==> config.mk <==
export PLATFORM = sky130hd
export DESIGN_NAME = rtc_match_tick
export DESIGN_NICKNAME = d
export VERILOG_FILES = /design/src/rtl/rtc_pkg.sv /design/src/rtl/rtc_prescaler.sv /design/src/rtl/rtc_seconds.sv /design/src/rtl/rtc_flag.sv /design/src/rtl/rtc_match_tick.sv
export SDC_FILE = /design/constraint.sdc
export NUM_CORES = 1
export LEC_CHECK = 0
export BUFFER_PORTS_ARGS = -buffer_cell sky130_fd_sc_hd__buf_4
export CAP_MARGIN = 40
export CORE_MARGIN = 2
export CORE_UTILIZATION = 28
export DETAILED_ROUTE_END_ITERATION = 6
export PLACE_DENSITY = 0.55
export SYNTH_ARGS = -nofsm -noshare
export SYNTH_HDL_FRONTEND = slang
export SYNTH_HIERARCHICAL = 1
export SYNTH_SLANG_ARGS = --single-unit
==> constraint.sdc <==
create_clock -name clk -period 7.4 [get_ports clk]
set_clock_uncertainty 0.1 [all_clocks]
set_input_delay 2.22 -clock clk [delete_from_list [all_inputs] [get_ports clk]]
set_output_delay 2.22 -clock clk [all_outputs]
set_load 0.05 [all_outputs]
==> src/rtl/rtc_pkg.sv <==
package rtc_pkg;
  typedef enum logic [1:0] {
    REG_TIME      = 2'd0,
    REG_ALARM     = 2'd1,
    REG_ALARM_ACK = 2'd2,
    REG_TICK_ACK  = 2'd3
  } reg_sel_e;

  localparam int FLAG_ALARM = 0;
  localparam int FLAG_TICK  = 1;
  localparam int NUM_FLAGS  = 2;
endpackage

==> src/rtl/rtc_prescaler.sv <==
module rtc_prescaler #(
  parameter int DIV_BITS  = 15,
  parameter int TICK_BITS = 9
) (
  input  logic clk,
  input  logic rst,
  input  logic ce,
  input  logic restart,
  output logic tick_pulse,
  output logic sec_pulse
);
  localparam logic [DIV_BITS-1:0] ALL_ONES = {DIV_BITS{1'b1}};

  logic [DIV_BITS-1:0] cnt_q;

  always_ff @(posedge clk) begin
    if (rst)          cnt_q <= '0;
    else if (restart) cnt_q <= '0;
    else if (ce)      cnt_q <= cnt_q + 1'b1;
  end

  // a stage "rises" when the lower bits roll over
  assign sec_pulse  = ce && !restart && (cnt_q == ALL_ONES);
  assign tick_pulse = ce && !restart && (&cnt_q[TICK_BITS-1:0]);


  cnt_hold_chk: assert property (@(posedge clk) disable iff (rst)
    (!ce && !restart) |=> $stable(cnt_q));

  cnt_restart_chk: assert property (@(posedge clk) disable iff (rst)
    restart |=> (cnt_q == '0));

  tick_in_sec_chk: assert property (@(posedge clk) disable iff (rst)
    sec_pulse |-> tick_pulse);
endmodule

==> src/rtl/rtc_seconds.sv <==
module rtc_seconds #(
  parameter int SEC_W = 32
) (
  input  logic             clk,
  input  logic             rst,
  input  logic             load,
  input  logic [SEC_W-1:0] load_val,
  input  logic             alarm_load,
  input  logic [SEC_W-1:0] alarm_val,
  input  logic             sec_pulse,
  output logic [SEC_W-1:0] sec_q,
  output logic             alarm_fire
);
  logic [SEC_W-1:0] alarm_q;
  logic             pending_q;
  logic             equal;

  always_ff @(posedge clk) begin
    if (rst)            sec_q <= '0;
    else if (load)      sec_q <= load_val;
    else if (sec_pulse) sec_q <= sec_q + 1'b1;
  end

  always_ff @(posedge clk) begin
    if (rst)             alarm_q <= '1;
    else if (alarm_load) alarm_q <= alarm_val;
  end

  assign equal = (sec_q == alarm_q);

  always_ff @(posedge clk) begin
    if (rst)                                pending_q <= 1'b0;
    else if (load || alarm_load || sec_pulse) pending_q <= 1'b0;
    else if (equal)                         pending_q <= 1'b1;
  end

  assign alarm_fire = sec_pulse && pending_q;


  sec_load_chk: assert property (@(posedge clk) disable iff (rst)
    load |=> (sec_q == $past(load_val)));

  sec_step_chk: assert property (@(posedge clk) disable iff (rst)
    (sec_pulse && !load) |=> (sec_q == $past(sec_q) + 1'b1));

  sec_hold_chk: assert property (@(posedge clk) disable iff (rst)
    (!sec_pulse && !load) |=> $stable(sec_q));

  pending_drop_chk: assert property (@(posedge clk) disable iff (rst)
    (load || alarm_load) |=> !pending_q);
endmodule

==> src/rtl/rtc_flag.sv <==
module rtc_flag (
  input  logic clk,
  input  logic rst,
  input  logic set,
  input  logic clr,
  output logic flag_q
);
  always_ff @(posedge clk) begin
    if (rst)      flag_q <= 1'b0;
    else if (set) flag_q <= 1'b1;
    else if (clr) flag_q <= 1'b0;
  end


  set_wins_chk: assert property (@(posedge clk) disable iff (rst)
    set |=> flag_q);

  clear_chk: assert property (@(posedge clk) disable iff (rst)
    (clr && !set) |=> !flag_q);

  sticky_chk: assert property (@(posedge clk) disable iff (rst)
    (!clr && flag_q) |=> flag_q);
endmodule

==> src/rtl/rtc_match_tick.sv <==
module rtc_match_tick #(
  parameter int DIV_BITS  = 15,
  parameter int TICK_BITS = 9,
  parameter int SEC_W     = 32
) (
  input  logic             clk,
  input  logic             rst,
  input  logic             ce_32k,
  input  logic             wr_en,
  input  logic [1:0]       wr_addr,
  input  logic [SEC_W-1:0] wr_data,
  output logic [SEC_W-1:0] sec_value,
  output logic             irq_match,
  output logic             irq_tick
);
  import rtc_pkg::*;

  reg_sel_e sel;
  logic     wr_time, wr_alarm, ack_alarm, ack_tick;
  logic     tick_pulse, sec_pulse, alarm_fire;
  logic [NUM_FLAGS-1:0] flag_set, flag_clr, flag_q;

  assign sel       = reg_sel_e'(wr_addr);
  assign wr_time   = wr_en && (sel == REG_TIME);
  assign wr_alarm  = wr_en && (sel == REG_ALARM);
  assign ack_alarm = wr_en && (sel == REG_ALARM_ACK);
  assign ack_tick  = wr_en && (sel == REG_TICK_ACK);

  rtc_prescaler #(.DIV_BITS(DIV_BITS), .TICK_BITS(TICK_BITS)) u_pre (
    .clk(clk), .rst(rst), .ce(ce_32k), .restart(wr_time),
    .tick_pulse(tick_pulse), .sec_pulse(sec_pulse)
  );

  rtc_seconds #(.SEC_W(SEC_W)) u_sec (
    .clk(clk), .rst(rst),
    .load(wr_time), .load_val(wr_data),
    .alarm_load(wr_alarm), .alarm_val(wr_data),
    .sec_pulse(sec_pulse),
    .sec_q(sec_value), .alarm_fire(alarm_fire)
  );

  assign flag_set[FLAG_ALARM] = alarm_fire;
  assign flag_clr[FLAG_ALARM] = ack_alarm;
  assign flag_set[FLAG_TICK]  = tick_pulse;
  assign flag_clr[FLAG_TICK]  = ack_tick;

  for (genvar g = 0; g < NUM_FLAGS; g++) begin : g_flag
    rtc_flag u_flag (
      .clk(clk), .rst(rst), .set(flag_set[g]), .clr(flag_clr[g]),
      .flag_q(flag_q[g])
    );
  end

  assign irq_match = flag_q[FLAG_ALARM];
  assign irq_tick  = flag_q[FLAG_TICK];


  alarm_on_step_chk: assert property (@(posedge clk) disable iff (rst)
    $rose(irq_match) |-> $past(sec_pulse));

  tick_on_strobe_chk: assert property (@(posedge clk) disable iff (rst)
    $rose(irq_tick) |-> $past(ce_32k));
endmodule

==> impl_metrics.csv, run 1 <==
group,metric,value,unit
timing,slew_headroom,43.6,%
yosys,syn_avg_cell_area,9.04,um^2
timing,period_needed,5.00,ns
detailed_routing,wirelength,11000,um
timing,whs,0.376,ns
finish,multiInputGateArea,0.00240,mm^2
yosys,syn_area,0.00417,mm^2
cts,cts_buffers,9,
timing,fin_crit_sh,67.5,%
placement,routabilityCongestion,0.770,
yosys,yosysSeqAreaShare,39.4,%
yosys,syn_nets,502,
timing,rsz0062_at_grt,"false",
yosys,netlist_instances,461,
yosys,ys_ff_latch,82,
finish,seq_area,0.00164,mm^2
detailed_routing,drtIter0Drc,204,
min_path,holdCritPathClass,"reg2reg",
finish,drive_above_1_share,20.8,%
floorplan,core_area,0.0145,mm^2
floorplan,rows,44,
finish,num_antenna_cells,0,
yosys,synth-async-reset-ratio,0,%
setup_path,end_kind,"flip-flop",
finish,nFillCells,1555,
cts,post_cts_buffers,0,
yosys,synthFlopType,"dfxtp_1",
grt,grt_max_degree,74,
grt,grt_pass1_wl,17600,um
yosys,synth_top_family_by_area,"simple AND/OR/NAND/NOR gates",
min_path,worstHoldPathCells,2,
yosys,synth_cell_types,40,
timing,tightestPinTransition,0.846,ns
yosys,synth_xor_area_share,13.9,%
status,status,"finished clean",
placement,place_hpwl,7820,um
detailed_routing,drc,0,
detailed_routing,wl_per_cell,15.5,um
setup_path,critPathKind,"in2reg",
yosys,synth_area_leaders,"dfxtp_1, xnor2_1, a211o_1, xor2_1, nor2b_1",
finish,mostFrequentLayoutCells,"dfxtp_1, buf_4, nor2_1",
detailed_routing,first_pass_iters,5,
grt,grtUsageTotal,14.1,%
finish,syn2layout_area_growth,23.2,%
yosys,synth.mux.area_fraction,1.92,%
grt,grt_pass1_vias,3318,
setup_path,required,7.56,ns
yosys,synthSimpleGateAreaFrac,26.6,%
yosys,yosysTopAreaCell,"dfxtp_1",
detailed_routing,antenna_left,0,
timing,slew_viol_final,0,
cts,ctsHoldBuffers,0,
flow_run,maxCapViolations,0,
yosys,synth_edf_count,0,
floorplan,ios,72,
cts,root_buffer,"clkbuf_16",
timing,timing.fmax,200,MHz
yosys,synth-compound-area-share,14.2,%
cts,clockBufferDepth,2,
pwr,ir_worst_vdd,106,uV
pwr,p_leak,1.91,nW
cts,cts-resized-gates,0,
floorplan,fp.dieH,126,um
cts,cts_tree,"built",
setup_path,crit_fanout,11,
yosys,synth_top_area_share,39.4,%
grt,grt-ovfl-total,0,
finish,post-route-util,35.3,%
cts,clkTransAtPathRegs,0.06,ns
grt,antenna_found_initial,0,
timing,fin_setup_tns,0,ns
floorplan,die-area,0.0159,mm^2
cts,clock-sinks,82,
yosys,synth-adder-area-share,0.900,%
yosys,yosysWarnings,6,
cts,htree_num_levels,3,
detailed_routing,via_per_inst,4.87,
setup_path,arrival,5.16,ns
timing,setup_violations,0,
placement,placement.io_buffers,71,
floorplan,initial_core_util,28.7,%
pwr,power.density,199,mW/mm^2
cts,clock_latency,0.34,ns
detailed_routing,vias,3445,
floorplan,die_w,126,um
setup_path,worstRegToRegCells,9,
timing,hold_viol,0,
finish,nNetsFinal,562,
setup_path,crit_path_start_kind,"primary input",
finish,final_common_cell,"dfxtp_1",
worst paths after layout:
check | startpoint | to | slack [ns]
worst max register to register | u_pre/cnt_q[0] | u_sec/sec_q[25] | 3.75
worst min register to register | u_pre/cnt_q[14] | u_pre/cnt_q[14] | 0.38
worst max-delay path | ce_32k | u_sec/sec_q[25] | 2.41
worst min-delay path | u_pre/cnt_q[14] | u_pre/cnt_q[14] | 0.38
cell usage after synthesis, drive strengths merged, types with 3 or more instances:
cell type,instances
a211o,32
clkbuf,16
nand4,23
dfxtp,82
nand2,25
nor2,42
nor2b,32
nand3,28
o21ai,3
a211oi,19
o31ai,3
buf,9
a21oi,19
ha,3
and3,5
nor4,11
or4,4
xor2,28
nor3,5
inv,8
or3,6
mux2i,8
xnor2,38
through the flow:
step	std cells	cell area [um^2]	power (mW)	setup WS, ns
finish	708	5130	1.02	2.41
global route	708	5130	1.07	2.18
CTS	708	5130	1.04	2.47
detailed placement	694	4870	0.624	2.12
global placement	693	4850	0.620	2.17
floorplan	461	4170	0.572	2.89
state kept, by name (all words and copies together) (netlist names):
signal                cells
u_pre/cnt_q              15
u_sec/sec_q              32
g_flag.u_flag/flag_q      2
u_sec/alarm_q            32
u_sec/pending_q           1
layout make-up:
| cell class | instances | share of cell area (%) |
|---|---|---|
| Clock buffer | 12 | 4.80 |
| Clock inverter | 2 | 0.268 |
| Inverter | 8 | 0.585 |
| Multi-Input combinational cell | 346 | 46.7 |
| Sequential cell | 82 | 32.0 |
| Tap cell | 184 | 4.48 |
| Timing Repair Buffer | 74 | 11.2 |
power breakdown:
part           switching (mW)  internal [mW]
combinational          0.0756         0.0567
sequential             0.0208          0.460
clock                   0.173          0.233
total                   0.270          0.750
per-layer routing:
metal	part of all wire, %	track usage (%)	wire [um]	up-vias
li1	-	-	-	1764
met2	48	22.4	5270	69
met1	47	18.4	5130	1606
met5	0	0	0	-
met4	1.3	4.46	139	0
met3	4.3	4.33	468	6
critical path: stages:
cell and delay (ns):
buf_4 0.16, nand3_1 0.14, or4_1 0.56, nor3b_2 0.55
nand3_1 0.35, nor4_4 0.60, nand4_1 0.19, xor2_1 0.19
a211oi_2 0.20
cells by family after synthesis:
logic type / Yosys count
simple gates: 193
mux: 8
flops: 82
xor+xnor: 66
fa+ha+maj: 3
compound gates: 76
buf+inv: 33
Note: power is estimated with default switching activity, not from simulation.
==> run 2, diff against run 1 <==
Settings changed: PLACE_DENSITY 0.55 to 0.56.
Clock period 7.4 ns to 4.2 ns, I/O delays scaled along.
==> run 2 against run 1 <==
- register-to-register slack got worse by 2.7 ns
- hold slack improved by 0.0066 ns
- combinational power is 76% higher
- sequential cell count did not move
- core utilization increased by 0.10 points
- sequential share of layout area fell by 0.093 points
- sequential power rose by 76%
- total power rose by 79%
- clock power increased by 83%
- critical path type unchanged
- largest cell class unchanged
==> impl_metrics.csv, run 2 (synthesis results as in run 1) <==
group,metric,value,unit
status,status,"finished clean",
placement,routabilityCongestion,0.806,
timing,fin_setup_tns,0,ns
grt,grt_pass1_vias,3483,
cts,root_buffer,"clkbuf_16",
setup_path,critPathBufInv,2,
timing,rsz0062_at_grt,"false",
detailed_routing,antenna_left,0,
timing,whs,0.382,ns
placement,place_hpwl,7850,um
pwr,ir_worst_vdd,284,uV
detailed_routing,met1_length,5070,um
cts,cts_buffers,9,
floorplan,rows,44,
detailed_routing,vias,3517,
timing,slew_headroom,42.1,%
timing,timing.fmax,283,MHz
cts,clkTransAtPathRegs,0.06,ns
finish,nNetsFinal,565,
finish,top_regs,"u_sec/alarm_q: 32 flops, u_sec/sec_q: 32 flops, u_pre/cnt_q: 15 flops",
detailed_routing,wirelength,11200,um
grt,grt_max_degree,74,
setup_path,critPathKind,"in2reg",
setup_path,crit_fanout,11,
floorplan,die-area,0.0159,mm^2
setup_path,r2r_slack,1.04,ns
detailed_routing,first_pass_iters,4,
detailed_routing,route.top_layer_used,"met4",
timing,slew_viol_final,0,
cts,cts-resized-gates,0,
grt,antenna_found_initial,0,
setup_path,crit_family,"simple AND/OR/NAND/NOR gates",
floorplan,fp.dieH,126,um
setup_path,end_kind,"flip-flop",
cts,cts_tree,"built",
floorplan,initial_core_util,28.7,%
grt,grtUsageTotal,14.3,%
detailed_routing,via_per_inst,4.93,
placement,placement.io_buffers,71,
setup_path,arrival,3.68,ns
finish,drive_above_1_share,21.6,%
timing,hold_viol,0,
cts,clockBufferDepth,2,
floorplan,ios,72,
finish,post-route-util,35.4,%
grt,grt-ovfl-total,0,
finish,fin_cells,713,
setup_path,crit_path_cell_trace,"buf_4 -> nand3_1 -> or4_1 -> nor3b_2 -> nand4_2 -> nor3_1 -> buf_4 -> nand4_1 -> xor2_1 -> a211oi_1",
detailed_routing,wl_per_cell,15.7,um
finish,num_antenna_cells,0,
timing,period_needed,3.53,ns
timing,tightestPinTransition,0.867,ns
min_path,holdCritPathClass,"reg2reg",
detailed_routing,wl_met3,639,um
detailed_routing,route.met2.wl,5260,um
finish,syn2layout_area_growth,23.5,%
floorplan,die_w,126,um
grt,grt_pass1_wl,18000,um
cts,clock-sinks,82,
setup_path,cp_common_cell,"buf_4",
finish,mostFrequentLayoutCells,"dfxtp_1, buf_4, nor2_1",
setup_path,crit_path_start_kind,"primary input",
pwr,p_leak,1.93,nW
placement,dpl.cell_count,697,
floorplan,core_area,0.0145,mm^2
detailed_routing,drc,0,
detailed_routing,drtIter0Drc,215,
cts,clock_latency,0.35,ns
setup_path,cpPeakStageDelay,0.55,ns
cts,htree_num_levels,3,
timing,setup_violations,0,
flow_run,maxCapViolations,0,
cts,ctsHoldBuffers,0,
cts,post_cts_buffers,0,
pwr,power.density,354,mW/mm^2
pwr,p_total,1.82,mW
finish,final_common_cell,"dfxtp_1",
setup_path,required,4.35,ns
timing,fin_crit_sh,84.2,%
setup_path,crit_slowest_cell,"or4_1",
[run 2: cell count changes in the layout (fill, tap and decap cells not counted), sizes merged]
cell / delta
buf: +3
clkinv: +1
clkinvlp: +1
[run 2: power breakdown]
part           total, mW  internal, mW  switching [mW]  leakage, nW
Combinational      0.232        0.0986           0.133         1.12
Sequential         0.846         0.810          0.0369        0.670
Clock              0.745         0.417           0.328        0.133
Total               1.82          1.33           0.498         1.93
[run 2: worst min-delay path: cells and delay by family, from the launching register on]
kind / cells / cell delay (ns)
DFF: 1 / 0.32
AOI/OAI and AO/OA: 2 / 0.12
[run 2: per-layer routing]
layer  track usage, %  vias to the layer above
met5                0                        -
met4             4.98                        0
met3             4.97                       18
met2             22.5                       84
met1             18.2                     1651
li1                 -                     1764
[run 2: final cells by class]
class                   count  area [um^2]
fillers                  1506         9380
multi-input cells         346         2400
flip-flops and latches     82         1640
repair buffers             77          578
clock buffers              12          246
well taps                 184          230
inverters                   8         30.0
clock inverters             4         26.3
[run 2: worst paths after layout]
check	start	end	cells past startpoint
setup / recovery	ce_32k	u_sec/sec_q[28]	10
hold / removal	u_pre/cnt_q[10]	u_pre/cnt_q[10]	2
setup reg to reg	u_pre/cnt_q[0]	u_sec/sec_q[28]	10
hold reg to reg	u_pre/cnt_q[10]	u_pre/cnt_q[10]	2
[run 2: metrics by stage]
step / worst slack [ns] / area (um^2)
floorplan: 0.648 / 4170
CTS: 0.663 / 5150
global placement: 0.351 / 4880
finish: 0.665 / 5150
detailed placement: 0.308 / 4880
global route: 0.422 / 5150
